[config.mk]
export PLATFORM = sky130hd
export DESIGN_NAME = clk_prescaler
export DESIGN_NICKNAME = d
export VERILOG_FILES = /design/src/rtl/ckpre_pkg.sv /design/src/rtl/ckpre_shadow.sv /design/src/rtl/ckpre_halfcnt.sv /design/src/rtl/ckpre_phase.sv /design/src/rtl/clk_prescaler.sv
export SDC_FILE = /design/constraint.sdc
export NUM_CORES = 1
export LEC_CHECK = 0
export ABC_AREA = 1
export BUFFER_PORTS_ARGS = -buffer_cell sky130_fd_sc_hd__buf_2
export CORE_MARGIN = 5
export CORE_UTILIZATION = 40
export CTS_CLUSTER_SIZE = 28
export DETAILED_ROUTE_END_ITERATION = 7
export GPL_TIMING_DRIVEN = 0
export PLACE_DENSITY_LB_ADDON = 0.05
export SYNTH_ARGS = -nofsm -noshare
export SYNTH_HDL_FRONTEND = slang
export SYNTH_SLANG_ARGS = --single-unit
[constraint.sdc]
create_clock -name clk_i -period 1.1 [get_ports clk_i]
set_input_delay 0.165 -clock clk_i [delete_from_list [all_inputs] [get_ports clk_i]]
set_output_delay 0.165 -clock clk_i [all_outputs]
set_load 0.02 [all_outputs]
[src/rtl/ckpre_pkg.sv]
package ckpre_pkg;

  // Cycles spent in each half of a divided period: 2**w - k.
  function automatic int unsigned half_cycles(input int unsigned k, input int unsigned w);
    return (32'd1 << w) - k;
  endfunction

  // Full output period in oscillator cycles: 2**(w+1) - 2k.
  function automatic int unsigned period_cycles(input int unsigned k, input int unsigned w);
    return 2 * half_cycles(k, w);
  endfunction

endpackage

[src/rtl/ckpre_shadow.sv]
module ckpre_shadow #(
  parameter int unsigned W = 8
) (
  input  logic         clk_i,
  input  logic         rst_ni,
  input  logic         load_i,
  input  logic [W-1:0] k_i,
  input  logic         byp_i,
  output logic [W-1:0] k_q_o,
  output logic         byp_q_o
);

  always_ff @(posedge clk_i) begin
    if (!rst_ni) begin
      k_q_o   <= '1;
      byp_q_o <= 1'b0;
    end else if (load_i) begin
      k_q_o   <= k_i;
      byp_q_o <= byp_i;
    end
  end


  hold_between_loads_chk: assert property (@(posedge clk_i) disable iff (!rst_ni)
    !load_i |=> ($stable(k_q_o) && $stable(byp_q_o)));

endmodule

[src/rtl/ckpre_halfcnt.sv]
module ckpre_halfcnt #(
  parameter int unsigned W = 8
) (
  input  logic         clk_i,
  input  logic         rst_ni,
  input  logic [W-1:0] k_i,
  input  logic         hold_i,
  output logic [W-1:0] cnt_o,
  output logic         tc_o
);

  localparam int unsigned CW = W + 1;

  logic [CW-1:0] half_len;
  logic [CW-1:0] cnt_ext;

  assign half_len = CW'(ckpre_pkg::half_cycles(int'(k_i), W));
  assign cnt_ext  = {1'b0, cnt_o};
  assign tc_o     = !hold_i && (cnt_ext == half_len - CW'(1));

  always_ff @(posedge clk_i) begin
    if (!rst_ni)               cnt_o <= '0;
    else if (hold_i || tc_o)   cnt_o <= '0;
    else                       cnt_o <= cnt_o + W'(1);
  end


  cnt_in_range_chk: assert property (@(posedge clk_i) disable iff (!rst_ni)
    cnt_ext < half_len);


  cnt_parked_chk: assert property (@(posedge clk_i) disable iff (!rst_ni)
    hold_i |=> (cnt_o == '0));

endmodule

[src/rtl/ckpre_phase.sv]
module ckpre_phase (
  input  logic clk_i,
  input  logic rst_ni,
  input  logic tc_i,
  input  logic hold_i,
  output logic phase_o,
  output logic boundary_o
);

  assign boundary_o = hold_i || (tc_i && phase_o);

  always_ff @(posedge clk_i) begin
    if (!rst_ni)     phase_o <= 1'b0;
    else if (hold_i) phase_o <= 1'b0;
    else if (tc_i)   phase_o <= ~phase_o;
  end


  phase_moves_on_tc_chk: assert property (@(posedge clk_i) disable iff (!rst_ni)
    (!hold_i && !tc_i) |=> $stable(phase_o));

endmodule

[src/rtl/clk_prescaler.sv]
module clk_prescaler #(
  parameter int unsigned W = 8
) (
  input  logic         clk_i,
  input  logic         rst_ni,
  input  logic [W-1:0] reload_i,
  input  logic         bypass_i,
  output logic         ce_o,
  output logic         clk_div_o
);

  logic [W-1:0] k_q;
  logic         byp_q;
  logic [W-1:0] cnt;
  logic         tc;
  logic         phase;
  logic         boundary;

  ckpre_shadow #(.W(W)) u_shadow (
    .clk_i   (clk_i),
    .rst_ni  (rst_ni),
    .load_i  (boundary),
    .k_i     (reload_i),
    .byp_i   (bypass_i),
    .k_q_o   (k_q),
    .byp_q_o (byp_q)
  );

  ckpre_halfcnt #(.W(W)) u_halfcnt (
    .clk_i  (clk_i),
    .rst_ni (rst_ni),
    .k_i    (k_q),
    .hold_i (byp_q),
    .cnt_o  (cnt),
    .tc_o   (tc)
  );

  ckpre_phase u_phase (
    .clk_i      (clk_i),
    .rst_ni     (rst_ni),
    .tc_i       (tc),
    .hold_i     (byp_q),
    .phase_o    (phase),
    .boundary_o (boundary)
  );

  assign ce_o      = boundary;
  assign clk_div_o = phase;


  bypass_outputs_chk: assert property (@(posedge clk_i) disable iff (!rst_ni)
    byp_q |-> (ce_o && !clk_div_o));


  low_half_follows_ce_chk: assert property (@(posedge clk_i) disable iff (!rst_ni)
    (ce_o && !byp_q) |=> !clk_div_o);


  ce_only_when_high_chk: assert property (@(posedge clk_i) disable iff (!rst_ni)
    (ce_o && !byp_q) |-> clk_div_o);


  bypass_enters_at_ce_chk: assert property (@(posedge clk_i) disable iff (!rst_ni)
    $rose(byp_q) |-> $past(ce_o));

endmodule

==> Word level (Yosys, flattened, before mapping) <==
Index checks and enable logic that the tools add are counted.
{ "word_totals": {"register_bits": 18, "out_inout_bits": 2, "elab_cells": 17} }
{ "classes": {"n_addsub": 3, "eq_ne": 1, "n_bitwise": 2, "n_reduce_logical": 7} }
{ "op_table": {"columns": ["cell", "count"], "rows": [
  ["$eq 8x9->1", 1],
  ["$sub 9x1->9 const B", 1],
  ["$sub 9x8->9 const A", 1],
  ["$add 8x1->8 const B", 1],
  ["$reduce_or 2->1", 2],
  ["$logic_and 1x1->1", 2],
  ["$logic_or 1x1->1", 2],
  ["$not 1->1", 2],
  ["$logic_not 1->1", 1]
]} }

==> Depth between registers and ports, before layout <==
Gate-level depths: netlist of run 1.
{ "logic_depth": {"ltp_word": 6, "depth_mapped": 9} }

==> By module <==
Synthesis of run 1 repeated with hierarchy kept, for this count alone.
{ "unflattened": {"cells_unflattened": 132, "area_unflattened_um2": 887.1} }
{ "by_module_without_submodules": {"columns": ["module", "n_inst", "cells_each", "area_per_inst_um2", "seq_area_each_um2"], "rows": [
  ["ckpre_halfcnt", 1, 85, 511.7, 160.2],
  ["ckpre_shadow", 1, 41, 330.3, 180.2],
  ["ckpre_phase", 1, 6, 45.0, 20.0]
]} }

==> Least setup slack after synthesis of run 1 <==
OpenSTA, ideal clock, no wires.
{ "synth_path": {"path_kind": "reg2reg", "start": "reg u_halfcnt.cnt_o[0]", "end": "reg u_shadow.byp_q_o", "setup_time_ns": 0.062, "t_arrival_ns": 1.145, "path_slack_ns": -0.107, "path_stages_with_launch": 9, "path_buffers": 0, "period_less_slack_ns": 1.207, "path_cell_list": "dfxtp_1 nor2_1 nor2_1 nand2_1 nor2_4 nand3_4 nand2_4 nand2_2 nor2_2"} }
{ "synth_between": {"elab_chain_cells": 4} }
{ "synth_lines": {"columns": ["item", "line_no", "source"], "rows": [
  ["from (decl)", "ckpre_halfcnt.sv:8", "output logic [W-1:0] cnt_o,"],
  ["from (signal assigned)", "ckpre_halfcnt.sv:24", "else cnt_o <= cnt_o + W'(1);"],
  ["$eq 8x9->1", "ckpre_halfcnt.sv:19", "assign tc_o = !hold_i && (cnt_ext == half_len - CW'(1));"],
  ["$logic_and 1x1->1", "ckpre_halfcnt.sv:19", null],
  ["$logic_and 1x1->1", "ckpre_phase.sv:10", "assign boundary_o = hold_i || (tc_i && phase_o);"],
  ["$logic_or 1x1->1", "ckpre_phase.sv:10", null],
  ["net ce_o", "clk_prescaler.sv:8", "output logic ce_o,"],
  ["to (signal assigned)", "ckpre_shadow.sv:19", "byp_q_o <= byp_i;"],
  ["to (decl)", "ckpre_shadow.sv:10", "output logic byp_q_o"]
]} }
The timed path passes the listed nets, and every way through them passes these cells.
A chain may end at the register's enable or synchronous reset.

==> Final worst setup path of run 1 <==
{ "layout_path": {"start": "reg u_halfcnt.cnt_o[3]", "end": "out ce_o"} }
{ "layout_between": {"elab_chain_cells": 4} }
{ "layout_lines": {"columns": ["item", "line_no"], "rows": [
  ["$eq 8x9->1", "ckpre_halfcnt.sv:19"],
  ["$logic_and 1x1->1", "ckpre_halfcnt.sv:19"],
  ["$logic_and 1x1->1", "ckpre_phase.sv:10"],
  ["$logic_or 1x1->1", "ckpre_phase.sv:10"],
  ["to (decl)", "clk_prescaler.sv:8"]
]} }
Every way passes these cells.

==> results of run 1 <==
kinds of logic after synthesis:
kind of cell	synth area share [%]
DFF	42.17
xor gates and xnor gates	3.075
and+or+nand+nor	44.95
adders and majority gates	1.464
AOI/OAI and AO/OA	1.171
buffers and inverters	7.173
power breakdown:
group | internal [mW] | total [mW] | switching [mW]
Combinational | 0.968 | 2.04 | 1.07
Sequential | 0.854 | 1.00 | 0.148
Clock | 0.202 | 0.398 | 0.197
Total | 2.02 | 3.44 | 1.41
registers in the layout, summed over array words and instances (netlist names):
register,cells
u_halfcnt.cnt_o,8
u_shadow.k_q_o,8
u_phase.phase_o,1
u_shadow.byp_q_o,1
repair_timing:
item / CTS / global route
setup endpoints to repair: 19 / 20
cloned: 0 / 1
gates resized for setup: 11 / 55
pin swaps: 3 / 12
buffers inserted: 6 / 5
layout make-up:
class	count	area, sq um	area share (%)
Clock buffer	4	36.28	2.757
Inverter	15	56.30	4.278
Tap cell	27	33.78	2.567
Multi-Input combinational cell	87	608.1	46.20
Timing Repair Buffer	22	181.4	13.78
Buffer	1	5.005	0.3802
Sequential cell	18	395.4	30.04
cells in the mapped netlist:
cell type	n
nand2_1	31
nor2_4	2
ha_1	1
buf_2	1
nand2_4	1
xor2_1	3
nand4_1	1
nor3_1	2
a21oi_1	2
nor3b_1	1
dfxtp_1	18
nand2_2	2
inv_2	2
nand3_1	18
nor2_1	19
nor2_2	3
inv_1	12
clkinv_1	1
nand3_4	1
through the flow:
step | hold slack [ps] | cells
2_1_floorplan | 278.2 | 121
3_3_place_gp | 361.7 | 159
3_5_place_dp | 364.8 | 159
4_1_cts | 53.09 | 169
5_1_grt | 43.48 | 174
6_report | 74.20 | 174
worst max path at each step:
stage	end	slack, ps	cells past startpoint	startpoint
floorplan	u_shadow.byp_q_o$_SDFFE_PN0P_	-80	9	u_halfcnt.cnt_o[3]$_SDFF_PP0_
global placement	ce_o	-310	8	u_halfcnt.cnt_o[1]$_SDFF_PP0_
detailed placement	ce_o	-330	8	u_halfcnt.cnt_o[3]$_SDFF_PP0_
CTS	ce_o	-440	8	u_halfcnt.cnt_o[0]$_SDFF_PP0_
global route	ce_o	-570	8	u_shadow.k_q_o[3]$_SDFFE_PN1P_
finish	ce_o	-460	8	u_halfcnt.cnt_o[3]$_SDFF_PP0_
per-layer routing:
metal | routed length, um | share of wire (%)
met1 | 803 | 40
met4 | 15 | 0.75
met2 | 1079 | 54
met5 | 0 | 0
met3 | 105 | 5.2
worst reg2reg max path, delay by kind of cell (launching register included):
family | cells | cell delay [ps]
DFF | 1 | 370
buffers and inverters | 3 | 290
and+or+nand+nor | 8 | 710
==> results.toml, run 1 <==
[run_status]
outcome = "finished, violations left"
violations = "setup timing"

[synth]
synth.distinct_cells = 19
yosysWarnings = 0
synth-seq-cells = 18
synthTopCellsByArea = "dfxtp_1 42%, nand2_1 14%, nand3_1 11%"
synthCells = 121
syn-cell-area_sq_um = 854.6
ys_seq_area_share_pct = 42.17
yosys.area.top_type = "dfxtp_1"
synth.net_count = 133
synth_top_area_share_pct = 42.17
avgSynthCellArea_sq_um = 7.063

[setup_path]
r2r-start = "u_halfcnt.cnt_o[3]$_SDFF_PP0_"
crit_path_top_delay_cell = "dfxtp_4"
crit_buf_inv = 2
rr_worst_depth = 11
rrSetupSlack_ps = -310
required_ps = 940
end_kind = "output port"
path_delay_family = "simple AND/OR/NAND/NOR gates"
arrival_ps = 1390
cp_cell_sequence = "nand2_2 -> inv_1 -> nor2_2 -> nand2_2 -> nor2_4 -> nand3_4 -> nand2_8 -> buf_6"
cp_common_cell = "nand2_2"
critPathMaxFanout = 5
r2r-end = "u_shadow.byp_q_o$_SDFFE_PN0P_"
max_stage_delay_ps = 370
cp-start-kind = "flop"
crit_type = "reg -> out"

[global_route]
track_usage_pct = 12.48
gr-usage-met1_pct = 14.88
antenna_found_initial = 0
top_usage_layer = "met2"
overflow = 0
first_global_vias = 751
grt_pass1_wl_um = 3125
grt_max_degree = 11
use_met2_pct = 20.37
use_met3_pct = 4.872

[placement]
gp_routability_congestion = 0.6904
post_dp_cell_area_sq_um = 977.2
port_buffers = 11
post-place-ws_ps = -333.1
dpl.hpwl_um = 1274

[detailed_routing]
drtIter0Drc = 11
drt_wl_total_um = 2004
wire_per_inst_um = 11.52
dr.pass1.iters = 4
viasPerCell = 4.822
drc = 0
ant_nets = 0
num_vias = 839

[clock_network]
cts_tree = "done"
postCtsHoldBufs = 0
numCtsBuffers = 3
clkTransAtPathRegs_ps = 100
clkLatencyLatePin_ps = 290
cts_max_level = 1
cts_max_path_buffers = 2
cts_root_buf = "clkbuf_4"
cts.sinks = 18

[final_layout]
layout_common_cells = "16 x nor2_1, 16 x nand2_1, 11 x buf_2, 10 x dfxtp_2"
areaGrowthSynthToFinish_pct = 54.03
drive_gt1_share_pct = 59.86
fillCellCount = 191
final_area_sq_um = 1316
fin_nets = 160
num_antenna_cells = 0
post-route-util_pct = 65.75

[worst_hold_path]
hp-class = "in -> reg"
worstHoldPathCells = 3
min_to = "u_shadow.k_q_o[4]$_SDFFE_PN1P_"
min_from = "reload_i[4]"

[job]
max_cap_violations = 0

[power_and_ir_drop]
p_total_mw = 3.437
p_leak_nw = 0.6601
worst_ir_drop_vdd_v = 0.001835
p_per_area_nw_per_um2 = 2611

[timing]
finalWorstSetupSlack_ps = -455.3
skew_ps = 5.562
period_share_pct = 141.4
drv_slew = 0
report.final.setup_viol = 19
tns_ps = -5119
fmaxAchievable_ghz = 0.6430
rsz0062_at_grt = "true"
tightestPinTransition_ps = 364.0
finalHoldViolations = 0
slew_headroom_pct = 75.58
min_period_ps = 1555

[die]
die_w_um = 56.22
initial_utilization_pct = 42.69
coreArea_sq_um = 2002
die_area_sq_um = 3161
die_height_um = 56.22
rows = 16
io_pins = 13
No activity file was read; power rests on OpenSTA's default activity.
==> run 2, diff against run 1 <==
- BUFFER_PORTS_ARGS: -buffer_cell sky130_fd_sc_hd__buf_2 -> default
- DONT_BUFFER_PORTS: default -> 1
- clock period: 1.1 -> 1.4 ns (I/O delays scaled with it)
==> results.toml, run 2 (synthesized netlist as in run 1, its figures left out) <==
[die]
rows = 16
initial_utilization_pct = 42.69
io_pins = 13
die_area_sq_um = 3161
coreArea_sq_um = 2002
die_w_um = 56.22
die_height_um = 56.22

[detailed_routing]
viasPerCell = 4.658
drtIter0Drc = 7
num_vias = 736
ant_nets = 0
dr.pass1.iters = 4
drt_wl_total_um = 1618
drc = 0
wire_per_inst_um = 10.24

[global_route]
grt_max_degree = 11
antenna_found_initial = 0
first_global_vias = 672
track_usage_pct = 11.29
overflow = 0
grt_pass1_wl_um = 2829

[setup_path]
critPathMaxFanout = 5
end_kind = "output port"
rrSetupSlack_ps = -40
crit_type = "reg -> out"
required_ps = 1190
rr_worst_depth = 11
arrival_ps = 1280
cp-start-kind = "flop"

[placement]
gp_routability_congestion = 0.6654
placedCellCount = 148
port_buffers = 0
post_dp_cell_area_sq_um = 888.4
dpl.hpwl_um = 1178

[power_and_ir_drop]
pwr-share-seq_pct = 35.5
swShare_pct = 40.55
p_per_area_nw_per_um2 = 2137
combinationalPowerShare_pct = 49.8
p_sw_uw = 892.3
internal-power_mw = 1.308
worst_ir_drop_vdd_v = 0.001017
p_leak_nw = 0.5131
power_frac_clock_pct = 14.6

[run_status]
violations = "setup timing"
outcome = "finished, violations left"

[timing]
drv_slew = 0
fmaxAchievable_ghz = 0.6724
rsz0062_at_grt = "true"
finalHoldViolations = 0
tightestPinTransition_ps = 390.4
report.final.setup_viol = 10
hold_slack_ps = 20.26
period_share_pct = 106.2
min_period_ps = 1487
finalWorstSetupSlack_ps = -87.20
slew_headroom_pct = 73.81
skew_ps = 0.8889

[final_layout]
num_antenna_cells = 0
areaGrowthSynthToFinish_pct = 20.50
final_area_sq_um = 1030
fin_nets = 144
mostFrequentLayoutCell = "nand2_1"
reg_top3 = "u_halfcnt.cnt_o: 8 flops, u_shadow.k_q_o: 8 flops"
drive_gt1_share_pct = 27.48
stdcell_count = 158
layout_common_cells = "29 x nand2_1, 19 x nor2_1, 18 x nand3_1, 12 x inv_1, 8 x dfxtp_1"

[clock_network]
cts_root_buf = "clkbuf_4"
numCtsBuffers = 3
cts_max_level = 1
cts.sinks = 18
clkLatencyLatePin_ps = 290
cts_tree = "done"
clkTransAtPathRegs_ps = 110
cts_max_path_buffers = 2

[worst_hold_path]
worstHoldPathCells = 2
hp-class = "in -> reg"

[job]
max_cap_violations = 0
==> run 2: cell types whose count changed in the layout (fill, tap and decap cells not counted), sizes merged <==
cell | before | now
buf | 22 | 6
clkbuf | 5 | 4
nand2 | 34 | 35
==> run 2: layer usage <==
layer  wire length, um  GRT usage (%)  part of all wire [%]  vias up
met2               749          18.36                    46       14
met5                 0              0                     0        -
met4                18          6.102                   1.1        0
met3                83          2.552                   5.1        2
met1               766          13.65                    47      321
li1                  -              -                     -      399
==> run 2: stage by stage <==
step / utilization, % / power, mW / TNS [ps] / worst slack (ps)
finish: 51.44 / 2.201 / -329.2 / -87.20
global route: 51.44 / 2.406 / -1984 / -194.1
CTS: 48.44 / 2.054 / -122.8 / -122.8
detailed placement: 44.38 / 1.594 / 0 / 7.807
global placement: 44.38 / 1.578 / 0 / 27.24
floorplan: - / 1.453 / 0 / 168.7
==> run 2: layout make-up <==
cell class | count | area [sq um]
Fill cell | 213 | 972.2
Sequential cell | 18 | 380.4
Clock buffer | 4 | 36.28
Timing Repair Buffer | 5 | 45.04
Tap cell | 27 | 33.78
Inverter | 15 | 56.30
Multi-Input combinational cell | 88 | 473.0
Buffer | 1 | 5.005
==> run 2: path summary, 6_finish.rpt <==
kind,startpoint,end
max,u_halfcnt.cnt_o[1]$_SDFF_PP0_,ce_o
min,bypass_i,u_shadow.byp_q_o$_SDFFE_PN0P_
max reg2reg,u_halfcnt.cnt_o[1]$_SDFF_PP0_,u_shadow.k_q_o[2]$_SDFFE_PN1P_
min reg2reg,u_halfcnt.cnt_o[3]$_SDFF_PP0_,u_halfcnt.cnt_o[3]$_SDFF_PP0_
==> run 2: critical path, stage by stage (launching register included) <==
cell	delay, ps
dfxtp_4	370
nand2_2	60
inv_1	30
nor2_1	70
nand2_1	90
nor2_4	140
nand3_4	100
nand2_8	110
==> run 2: what timing repair did <==
action | 4_1_cts | 5_1_grt
buffers inserted | 2 | 3
hold buffers | 0 | 0
setup endpoints to repair | 9 | 19
cloned | 1 | 0
pin swaps | 2 | 3
gates resized for setup | 8 | 13
==> run 2: power groups by stage <==
stage | Combinational, mW | Sequential [mW] | Clock, mW
after floorplan | 0.704 | 0.749 | 0
after global placement | 0.797 | 0.781 | 0
after detailed placement | 0.811 | 0.783 | 0
after CTS | 0.937 | 0.784 | 0.332
after global routing | 1.25 | 0.801 | 0.355
final | 1.10 | 0.782 | 0.322
